[config.mk]
export PLATFORM = sky130hd
export DESIGN_NAME = scan_cfg_top
export DESIGN_NICKNAME = d
export VERILOG_FILES = /design/src/rtl/scan_cfg_pkg.sv /design/src/rtl/scan_segment.sv /design/src/rtl/sig_reg.sv /design/src/rtl/scan_cfg_top.sv
export SDC_FILE = /design/constraint.sdc
export NUM_CORES = 1
export LEC_CHECK = 0
export ABC_CLOCK_PERIOD_IN_PS = 1130
export BUFFER_PORTS_ARGS = -buffer_cell sky130_fd_sc_hd__buf_2
export CORE_MARGIN = 8
export CORE_UTILIZATION = 43
export CTS_BUF_LIST = sky130_fd_sc_hd__clkbuf_16
export DETAILED_ROUTE_END_ITERATION = 8
export PLACE_DENSITY = 0.85
export SLEW_MARGIN = 20
export SYNTH_ARGS = -nofsm -noshare
export SYNTH_HDL_FRONTEND = slang
export SYNTH_SLANG_ARGS = --single-unit
export TNS_END_PERCENT = 1
[constraint.sdc]
create_clock -name clk -period 1.13 [get_ports clk]
set_input_delay 0.1695 -clock clk [delete_from_list [all_inputs] [get_ports clk]]
set_output_delay 0.1695 -clock clk [all_outputs]
set_load 0.03 [all_outputs]
[src/rtl/scan_cfg_pkg.sv]
package scan_cfg_pkg;
    typedef enum logic {
        MODE_BCAST = 1'b0,
        MODE_CHAIN = 1'b1
    } scan_mode_e;

    typedef struct packed {
        scan_mode_e mode;
    } ctl_t;
endpackage

[src/rtl/scan_segment.sv]
module scan_segment #(
    parameter int unsigned LEN = 8
) (
    input  logic           clk,
    input  logic           rst_n,
    input  logic           cap_en,
    input  logic           shift_en,
    input  logic           ser_in,
    input  logic [LEN-1:0] func_d,
    output logic [LEN-1:0] seg_q
);
    logic [LEN-1:0] seg_d;

    always_comb begin
        seg_d = seg_q;
        if (cap_en) begin
            seg_d = func_d;
        end else if (shift_en) begin
            seg_d = {seg_q[LEN-2:0], ser_in};
        end
    end

    always_ff @(posedge clk) begin
        if (!rst_n) seg_q <= '0;
        else        seg_q <= seg_d;
    end

    // capture loads the functional data
    a_r1_capture: assert property (@(posedge clk) disable iff (!rst_n)
        cap_en |=> seg_q == $past(func_d));

    // one-place shift with the entry bit at index 0
    a_r4_shift_move: assert property (@(posedge clk) disable iff (!rst_n)
        (shift_en && !cap_en) |=> (seg_q[0] == $past(ser_in)) &&
                                  (seg_q[LEN-1:1] == $past(seg_q[LEN-2:0])));
endmodule

[src/rtl/sig_reg.sv]
module sig_reg #(
    parameter int unsigned W    = 16,
    parameter int unsigned NIN  = 4,
    parameter logic [31:0] TAPS = 32'h0000_B400
) (
    input  logic           clk,
    input  logic           rst_n,
    input  logic           en,
    input  logic [NIN-1:0] din,
    output logic [W-1:0]   sig_q
);
    localparam logic [W-1:0] TAP_MASK = TAPS[W-1:0];

    logic [W-1:0] sig_d;
    logic [W-1:0] inj;
    logic         fb;

    always_comb begin
        inj        = '0;
        inj[NIN-1:0] = din;
        fb         = ^(sig_q & TAP_MASK);
        sig_d      = sig_q;
        if (en) sig_d = {sig_q[W-2:0], fb} ^ inj;
    end

    always_ff @(posedge clk) begin
        if (!rst_n) sig_q <= '0;
        else        sig_q <= sig_d;
    end

    // signature frozen when not compacting
    a_r7_sig_hold: assert property (@(posedge clk) disable iff (!rst_n)
        !en |=> $stable(sig_q));

    // signature clear after reset
    a_r8_sig_clear: assert property (@(posedge clk)
        (rst_n && $past(!rst_n)) |-> sig_q == '0);
endmodule

[src/rtl/scan_cfg_top.sv]
module scan_cfg_top #(
    parameter int unsigned NSEG     = 4,
    parameter int unsigned SEG_LEN  = 8,
    parameter int unsigned SIG_W    = 16,
    parameter logic [31:0] SIG_TAPS = 32'h0000_B400
) (
    input  logic                    clk,
    input  logic                    rst_n,
    input  logic                    scan_en,
    input  logic                    mode_sel,
    input  logic                    scan_in,
    input  logic [NSEG*SEG_LEN-1:0] func_d,
    output logic [NSEG*SEG_LEN-1:0] flop_q,
    output logic                    scan_out
);
    import scan_cfg_pkg::*;

    localparam int unsigned TOTAL = NSEG * SEG_LEN;

    ctl_t            ctl_d, ctl_q;
    logic [NSEG-1:0] tail;
    logic [NSEG-1:0] entry;
    logic [SIG_W-1:0] sig_q;
    logic            chained;
    logic            sig_en;

    assign chained = (ctl_q.mode == MODE_CHAIN);
    assign sig_en  = scan_en && !chained;

    always_comb begin
        ctl_d = ctl_q;
        if (!scan_en) ctl_d.mode = scan_mode_e'(mode_sel);
    end

    always_ff @(posedge clk) begin
        if (!rst_n) ctl_q <= '{mode: MODE_BCAST};
        else        ctl_q <= ctl_d;
    end

    for (genvar k = 0; k < NSEG; k++) begin : g_seg
        if (k == 0) begin : g_head
            assign entry[k] = scan_in;
        end else begin : g_link
            assign entry[k] = chained ? tail[k-1] : scan_in;
        end

        scan_segment #(.LEN(SEG_LEN)) i_seg (
            .clk      (clk),
            .rst_n    (rst_n),
            .cap_en   (!scan_en),
            .shift_en (scan_en),
            .ser_in   (entry[k]),
            .func_d   (func_d[k*SEG_LEN +: SEG_LEN]),
            .seg_q    (flop_q[k*SEG_LEN +: SEG_LEN])
        );

        assign tail[k] = flop_q[k*SEG_LEN + SEG_LEN - 1];

        // shared input reaches every segment head in broadcast mode
        a_r4_bcast_head: assert property (@(posedge clk) disable iff (!rst_n)
            (scan_en && !chained) |=> flop_q[k*SEG_LEN] == $past(scan_in));

        if (k > 0) begin : g_chain_chk
            // segment head follows the previous segment tail
            a_r3_chain_link: assert property (@(posedge clk) disable iff (!rst_n)
                (scan_en && chained) |=> flop_q[k*SEG_LEN] == $past(flop_q[k*SEG_LEN-1]));
        end
    end

    sig_reg #(.W(SIG_W), .NIN(NSEG), .TAPS(SIG_TAPS)) i_sig (
        .clk   (clk),
        .rst_n (rst_n),
        .en    (sig_en),
        .din   (tail),
        .sig_q (sig_q)
    );

    assign scan_out = chained ? flop_q[TOTAL-1] : sig_q[SIG_W-1];

    // mode cannot move during a shift
    a_r2_mode_locked: assert property (@(posedge clk) disable iff (!rst_n)
        scan_en |=> $stable(ctl_q.mode));

    // reset selects broadcast mode
    a_r8_mode_reset: assert property (@(posedge clk)
        (rst_n && $past(!rst_n)) |-> (ctl_q.mode == MODE_BCAST) && (flop_q == '0));
endmodule

# Word level (Yosys, flattened, before mapping)
# Cells that the tools add are included.
# totals
reg_bits,49
input_bits,37
output_inout_bits,33
word_cells,18
# classes
muxes,8
bitwise_logic,1
reduce_logical,3
# op_table
cell,n
$mux W8,4
$reduce_xor A16 Y1,1
$xor A16 B4 Y16,1
$mux W1,4
$logic_and A1 B1 Y1,1
$logic_not A1 Y1,1

# Longest topological paths before layout
# Gate-level depths: netlist of the first run.
# logic_depth
word_depth,2
ltp_mapped,6
ltp_nobuf,3

# By module
# A second synthesis of the first run with hierarchy kept.
# unflattened
cells_unflattened,212
hier_area_um2,2507.4
# modules_own_cells
module,instances,cells_per_inst,area_each_um2,seq_area_each_um2
scan_segment,4,35,440.4,160.2
sig_reg,1,59,661.9,320.3
scan_cfg_top,1,13,83.8,20.0

# Worst setup path before layout of the first run
# No wires, ideal clock.
# synth_path
path_kind,register to register
startpoint,reg g_seg[0].i_seg.seg_q[7]
endpoint,reg i_sig.sig_q[0]
setup_time_ns,0.073
arrival_ns,1.076
required_ns,1.057
path_slack_ns,-0.019
path_stages_with_launch,4
path_buffers,0
synth_period_minus_slack_ns,1.149
path_cell_list,dfxtp_1 > xor2_1 > or3_1 > o211ai_2
# synth_between
elab_chain_cells,1
# synth_lines
item,line,text
start: declaration,scan_segment.sv:10,output logic [LEN-1:0] seg_q
start signal: assignment,scan_segment.sv:25,else seg_q <= seg_d;
$xor A16 B4 Y16,sig_reg.sv:23,"if (en) sig_d = {sig_q[W-2:0], fb} ^ inj;"
end signal: assignment,sig_reg.sv:28,else sig_q <= sig_d;
end: declaration,sig_reg.sv:10,output logic [W-1:0] sig_q
# Every way passes these cells.
# A chain may end at the register's enable or synchronous reset.

# Worst setup path in the final report of the first run
# layout_path
startpoint,"reg ctl_q, in the netlist chained"
endpoint,out scan_out
# layout_between
elab_chain_cells,1
# layout_lines
item,line,text
start: declaration,scan_cfg_top.sv:20,"ctl_t ctl_d, ctl_q;"
start signal: assignment,scan_cfg_top.sv:36,if (!rst_n) ctl_q <= '{mode: MODE_BCAST};
start signal: assignment,scan_cfg_top.sv:37,else ctl_q <= ctl_d;
$mux W1,scan_cfg_top.sv:78,assign scan_out = chained ? flop_q[TOTAL-1] : sig_q[SIG_W-1];
end: declaration,scan_cfg_top.sv:14,output logic scan_out
# Every way passes these cells.

==> results.sh, run 1 <==
export IMPL_synthTopCellsByArea="dfxtp_1, mux2i_1, nor2_1"
export IMPL_worstSetupStartpoint="chained"
export IMPL_maxCapViolations=0
export IMPL_async_flop_share_pct=0
export IMPL_initial_core_util_pct=43.6
export IMPL_yosysMostFrequentCell="dfxtp_1"
export IMPL_place_area_um2=2260
export IMPL_n_fill_cell=336
export IMPL_final_area_um2=2480
export IMPL_gr_total_overflow=0
export IMPL_cp_arrival_ns=1.06
export IMPL_ys_warnings_count=0
export IMPL_diodes=0
export IMPL_yosysTopAreaCell="dfxtp_1"
export IMPL_clock_skew_ns=0.00526
export IMPL_root_buffer="clkbuf_16"
export IMPL_tns_ns=-0.122
export IMPL_die_area_um2=6650
export IMPL_vias=1512
export IMPL_crit_fanout=2
export IMPL_fin_crit_ns=1.23
export IMPL_outcome="complete, but fails checks"
export IMPL_core_area_um2=4230
export IMPL_ys_ff_latch=49
export IMPL_synth_edff_count=0
export IMPL_drv_slew=0
export IMPL_antenna_found_initial=0
export IMPL_htree_levels=2
export IMPL_netlist_cell_type_count=23
export IMPL_hold_path_depth=3
export IMPL_grt_pass1_wl_mm=7.16
export IMPL_min_to="g_seg[0].i_seg.seg_q[6]"
export IMPL_start_kind="flop"
export IMPL_worst_pin_slew_ns=0.277
export IMPL_cp_slowest_cell="dfxtp_2"
export IMPL_grt_pass1_vias=1641
export IMPL_cts_clk_slew_worst_paths_ns=0.06
export IMPL_p_int_mw=3.07
export IMPL_clock_path_buffers=2
export IMPL_insertion_delay_ns=0.29
export IMPL_syn_nets=222
export IMPL_cts_buffers=5
export IMPL_min_period_over_period_pct=109
export IMPL_fp_dieH_um=81.5
export IMPL_cp_slowest_stage_delay_ns=0.34
export IMPL_grt_max_degree=36
export IMPL_synth_commonest_cells="dfxtp_1, mux2i_1, nor2_1"
export IMPL_rr_worst_depth=4
export IMPL_r2r_end="i_sig.sig_q[0]"
export IMPL_tritoncts="done"
export IMPL_finish_utilization_pct=58.5
export IMPL_fp_row_count=24
export IMPL_ys_seq_area_share_pct=53.1
export IMPL_clock_sinks=49
export IMPL_path_cells="mux2_4 > buf_6"
export IMPL_switchingPower_mw=1.00
export IMPL_p_per_area_nw_per_um2=1640
export IMPL_setup_slack_ns=-0.101
export IMPL_hpwl_mm=3.09
export IMPL_reg2reg_slack_ns=-0.02
export IMPL_ir_worst_vdd_mv=1.25
export IMPL_grtUsageTotal_pct=13.9
export IMPL_postRouteAntennaNets=0
export IMPL_critPathKind="reg2out"
export IMPL_die_x_um=81.5
export IMPL_finalSetupViolations=2
export IMPL_io_buffers=69
export IMPL_vias_per_cell=4.89
export IMPL_fin_nets=293
export IMPL_min_path_type="in2reg"
export IMPL_pwr_share_comb_pct=14.1
export IMPL_syn2layout_area_growth_pct=34.1
export IMPL_hold_buffers=0
export IMPL_min_from="func_d[6]"
export IMPL_crit_path_end_kind="output port"
export IMPL_violations="negative setup slack"
export IMPL_synth_cell_area_um2=1850
export IMPL_r2r_start="chained"
export IMPL_syn_area_per_cell_um2=9.98
export IMPL_dr_pass1_iters=4
export IMPL_drive_gt1_share_pct=39.3
export IMPL_avgRoutedWirePerCell_um=14.0
export IMPL_drt_iter0_drc=84
export IMPL_leakage_nw=1.17
export IMPL_required_ns=0.96
export IMPL_synth_flop_cell="dfxtp_1"
export IMPL_drc=0
export IMPL_sw_frac_of_total_pct=24.6
export IMPL_yosysTopAreaCellShare_pct=53.1
export IMPL_p_clk_share_pct=40.0
export IMPL_slew_headroom_pct=81.5
export IMPL_hold_violations=0
export IMPL_seq_power_share_pct=45.9
export IMPL_totalWireLength_mm=4.33
export IMPL_max_clock_freq_mhz=812
export IMPL_syn_inst=185
export IMPL_rsz0062_at_grt="yes"
export IMPL_gp_congestion=0.769
export IMPL_ios=70
logic make-up (layout without fill, tap and decap cells):
| kind of cell | after synthesis | count (layout) | synth area share [%] |
|---|---|---|---|
| AND/OR/NAND/NOR | 62 | 62 | 13.3 |
| flip-flops | 49 | 49 | 53.1 |
| multiplexers | 34 | 34 | 18.5 |
| AO/OA/AOI/OAI | 22 | 22 | 7.59 |
| buffers and inverters | 13 | 85 | 4.40 |
| XOR/XNOR | 5 | 5 | 3.12 |
state kept, by name (all words and copies together), names as in the netlist:
signal and flops:
chained 1, g_seg.i_seg.seg_q 32, i_sig.sig_q 16
metal layers:
layer	vias up	track usage (%)	wire, um
met3	4	8.10	443
met1	705	14.4	1780
met2	49	22.8	2050
li1	754	-	-
met5	-	0	0
met4	0	5.36	46
per-stage QoR:
stage          cells  setup WS (ns)  hold slack (ns)  power [mW]
2_1_floorplan    185         0.0245            0.311        2.27
3_3_place_gp     300         0.0757            0.397        2.45
3_5_place_dp     300         0.0383            0.406        2.46
4_1_cts          309         -0.106            0.108        4.10
5_1_grt          309         -0.131            0.114        4.23
6_report         309         -0.101            0.110        4.07
worst max-delay path: cells and delay by family (launching register included):
family / cells / cell delay, ns
buffers and inverters: 1 / 0.14
flip-flops: 1 / 0.34
multiplexers: 1 / 0.30
power groups by stage:
stage                     Combinational, mW  Clock [mW]  Sequential (mW)
after floorplan                       0.234           0             2.04
after global placement                0.550           0             1.90
after detailed placement              0.560           0             1.90
after CTS                             0.575        1.66             1.87
after global routing                  0.616        1.73             1.88
final                                 0.573        1.63             1.87
layout make-up:
type,count,area [um2],area share (%)
clock buffer,5,125,5.05
sequential,49,983,39.7
multi-input combinational,123,831,33.5
clock inverter,3,37.5,1.52
tap,52,65.1,2.63
timing repair buffer,76,432,17.4
inverter,1,3.75,0.152
repair_timing:
action	CTS	global route
pin swaps	3	0
buffers inserted	1	0
resized for setup	10	6
setup endpoints to repair	2	14
worst max-delay path by stage:
stage / to / slack, ns / cells after the start
finish: scan_out / -0.10 / 2
global placement: i_sig.sig_q[0] / 0.08 / 3
floorplan: i_sig.sig_q[10] / 0.02 / 6
CTS: scan_out / -0.11 / 2
detailed placement: i_sig.sig_q[0] / 0.04 / 3
global route: scan_out / -0.13 / 2
cells in the final DEF, fill, tap and decap left out:
master      n
buf_6       1
inv_2       1
xor2_1      1
buf_2      67
nand3_1     1
a21oi_2     6
nor2_1     30
o21ai_1     3
buf_12      2
dfxtp_1    47
nand2_1    24
buf_4       6
xnor3_1     1
and2b_1     1
clkinv_1    1
xnor2_1     3
dfxtp_2     2
or3_4       1
mux2i_1    33
inv_1       1
nand4_1     1
nand2b_4    1
bufinv_16   1
nor2_2      3
clkbuf_16   5
o211ai_2    1
mux2_4      1
a21oi_1     9
a211oi_2    3
No activity file was read; power rests on OpenSTA's default activity.
==> inputs of run 2 (changes only) <==
==> constraint.sdc (replaced) <==
create_clock -name clk -period 1.13 [get_ports clk]
set_input_delay 0.1695 -clock clk [delete_from_list [all_inputs] [get_ports clk]]
set_output_delay 0.1695 -clock clk [all_outputs]
set_load 0.005 [all_outputs]
==> results.sh, run 2 (synthesized netlist as in run 1, its figures left out) <==
export IMPL_outcome="complete, but fails checks"
export IMPL_violations="negative setup slack"
export IMPL_min_from="func_d[26]"
export IMPL_clock_path_buffers=2
export IMPL_min_path_type="in2reg"
export IMPL_crit_fanout=2
export IMPL_cp_top_family="flip-flops"
export IMPL_fin_nets=294
export IMPL_fin_crit_ns=1.22
export IMPL_postRouteAntennaNets=0
export IMPL_hold_violations=0
export IMPL_rr_worst_depth=4
export IMPL_die_area_um2=6650
export IMPL_grt_pass1_wl_mm=6.89
export IMPL_p_per_area_nw_per_um2=1600
export IMPL_fp_row_count=24
export IMPL_final_area_um2=2470
export IMPL_slew_headroom_pct=82.1
export IMPL_hold_buffers=0
export IMPL_gr_total_overflow=0
export IMPL_min_period_over_period_pct=108
export IMPL_drt_iter0_drc=76
export IMPL_die_x_um=81.5
export IMPL_r2r_start="chained"
export IMPL_grt_pass1_vias=1529
export IMPL_gp_congestion=0.777
export IMPL_root_buffer="clkbuf_16"
export IMPL_clock_skew_ns=0.00442
export IMPL_cp_slowest_cell="dfxtp_2"
export IMPL_drv_slew=0
export IMPL_core_area_um2=4230
export IMPL_grt_max_degree=35
export IMPL_drc=0
export IMPL_tritoncts="done"
export IMPL_initial_core_util_pct=43.6
export IMPL_syn2layout_area_growth_pct=33.6
export IMPL_critPathKind="reg2out"
export IMPL_grtUsageTotal_pct=13.5
export IMPL_hpwl_mm=3.18
export IMPL_drive_gt1_share_pct=38.0
export IMPL_clock_sinks=49
export IMPL_cp_slowest_stage_delay_ns=0.35
export IMPL_path_cells="mux2_4 > buf_6"
export IMPL_io_buffers=69
export IMPL_crit_path_end_kind="output port"
export IMPL_largest_reg_flops=32
export IMPL_r2r_end="i_sig.sig_q[0]"
export IMPL_vias_per_cell=4.85
export IMPL_finalSetupViolations=3
export IMPL_diodes=0
export IMPL_worst_pin_slew_ns=0.268
export IMPL_vias=1504
export IMPL_insertion_delay_ns=0.29
export IMPL_final_common_cell="buf_2"
export IMPL_fp_dieH_um=81.5
export IMPL_required_ns=0.96
export IMPL_dr_pass1_iters=4
export IMPL_htree_levels=2
export IMPL_place_area_um2=2260
export IMPL_finish_utilization_pct=58.3
export IMPL_cts_clk_slew_worst_paths_ns=0.06
export IMPL_worst_hold_slack_ns=0.110
export IMPL_cts_buffers=5
export IMPL_ios=70
export IMPL_antenna_found_initial=0
export IMPL_avgRoutedWirePerCell_um=14.5
export IMPL_rsz0062_at_grt="yes"
export IMPL_worst_path_buf_inv=1
export IMPL_tns_ns=-0.126
export IMPL_reg2reg_slack_ns=-0.02
export IMPL_ir_worst_vdd_mv=1.29
export IMPL_min_to="g_seg[3].i_seg.seg_q[2]"
export IMPL_regMostFlops="g_seg.i_seg.seg_q"
export IMPL_setup_slack_ns=-0.0901
export IMPL_crit_cells=2
export IMPL_start_kind="flop"
export IMPL_leakage_nw=1.18
export IMPL_max_clock_freq_mhz=820
export IMPL_hold_path_depth=3
export IMPL_maxCapViolations=0
export IMPL_cp_arrival_ns=1.05
export IMPL_n_fill_cell=343
export IMPL_final_cell_mix="buf_2, dfxtp_1, mux2i_1"
export IMPL_totalWireLength_mm=4.48
-- run 2: layout make-up --
| type | count | area (um2) | area share, % |
|---|---|---|---|
| clock buffer | 5 | 125 | 5.07 |
| clock inverter | 3 | 37.5 | 1.52 |
| inverter | 1 | 3.75 | 0.152 |
| multi-input combinational | 123 | 816 | 33.1 |
| sequential | 49 | 983 | 39.9 |
| tap | 52 | 65.1 | 2.64 |
| timing repair buffer | 77 | 437 | 17.7 |
-- run 2: worst min-delay path, stage by stage --
cell and delay, ns:
buf_2 0.07, mux2i_1 0.05, nor2_1 0.07
-- run 2: routing by layer --
layer / vias to the layer above / part of all wire (%) / track usage, % / wire, um
met2: 49 / 50 / 22.5 / 2250
met3: 6 / 9.6 / 7.66 / 429
li1: 758 / - / - / -
met5: - / 0 / 0 / 0
met4: 0 / 1.7 / 6.43 / 77
met1: 691 / 39 / 13.5 / 1730
-- run 2: power breakdown --
group	internal (mW)	leakage, nW	switching (mW)
Sequential	1.82	0.403	0.0528
Combinational	0.223	0.692	0.209
Clock	1.03	0.0826	0.611
Total	3.07	1.18	0.874
-- run 2: worst max-delay path by stage --
stage               startpoint               to  slack (ns)
2_1_floorplan          chained  i_sig.sig_q[10]        0.02
3_3_place_gp   i_sig.sig_q[13]   i_sig.sig_q[0]        0.07
3_5_place_dp   i_sig.sig_q[13]   i_sig.sig_q[0]        0.03
4_1_cts                chained         scan_out       -0.08
5_1_grt                chained         scan_out       -0.10
6_report               chained         scan_out       -0.09
-- run 2: stage by stage --
stage | total power, mW | worst slack, ns | std cells
global placement | 2.32 | 0.0727 | 301
finish | 3.94 | -0.0901 | 310
CTS | 3.97 | -0.0844 | 310
detailed placement | 2.33 | 0.0328 | 301
global route | 4.09 | -0.101 | 310
floorplan | 2.14 | 0.0245 | 185
-- run 2: timing repair --
action / CTS / global route
endpoints found under the setup margin: 1 / 12
pin swaps: 0 / 2
resized for setup: 6 / 4
buffers inserted: 1 / 0
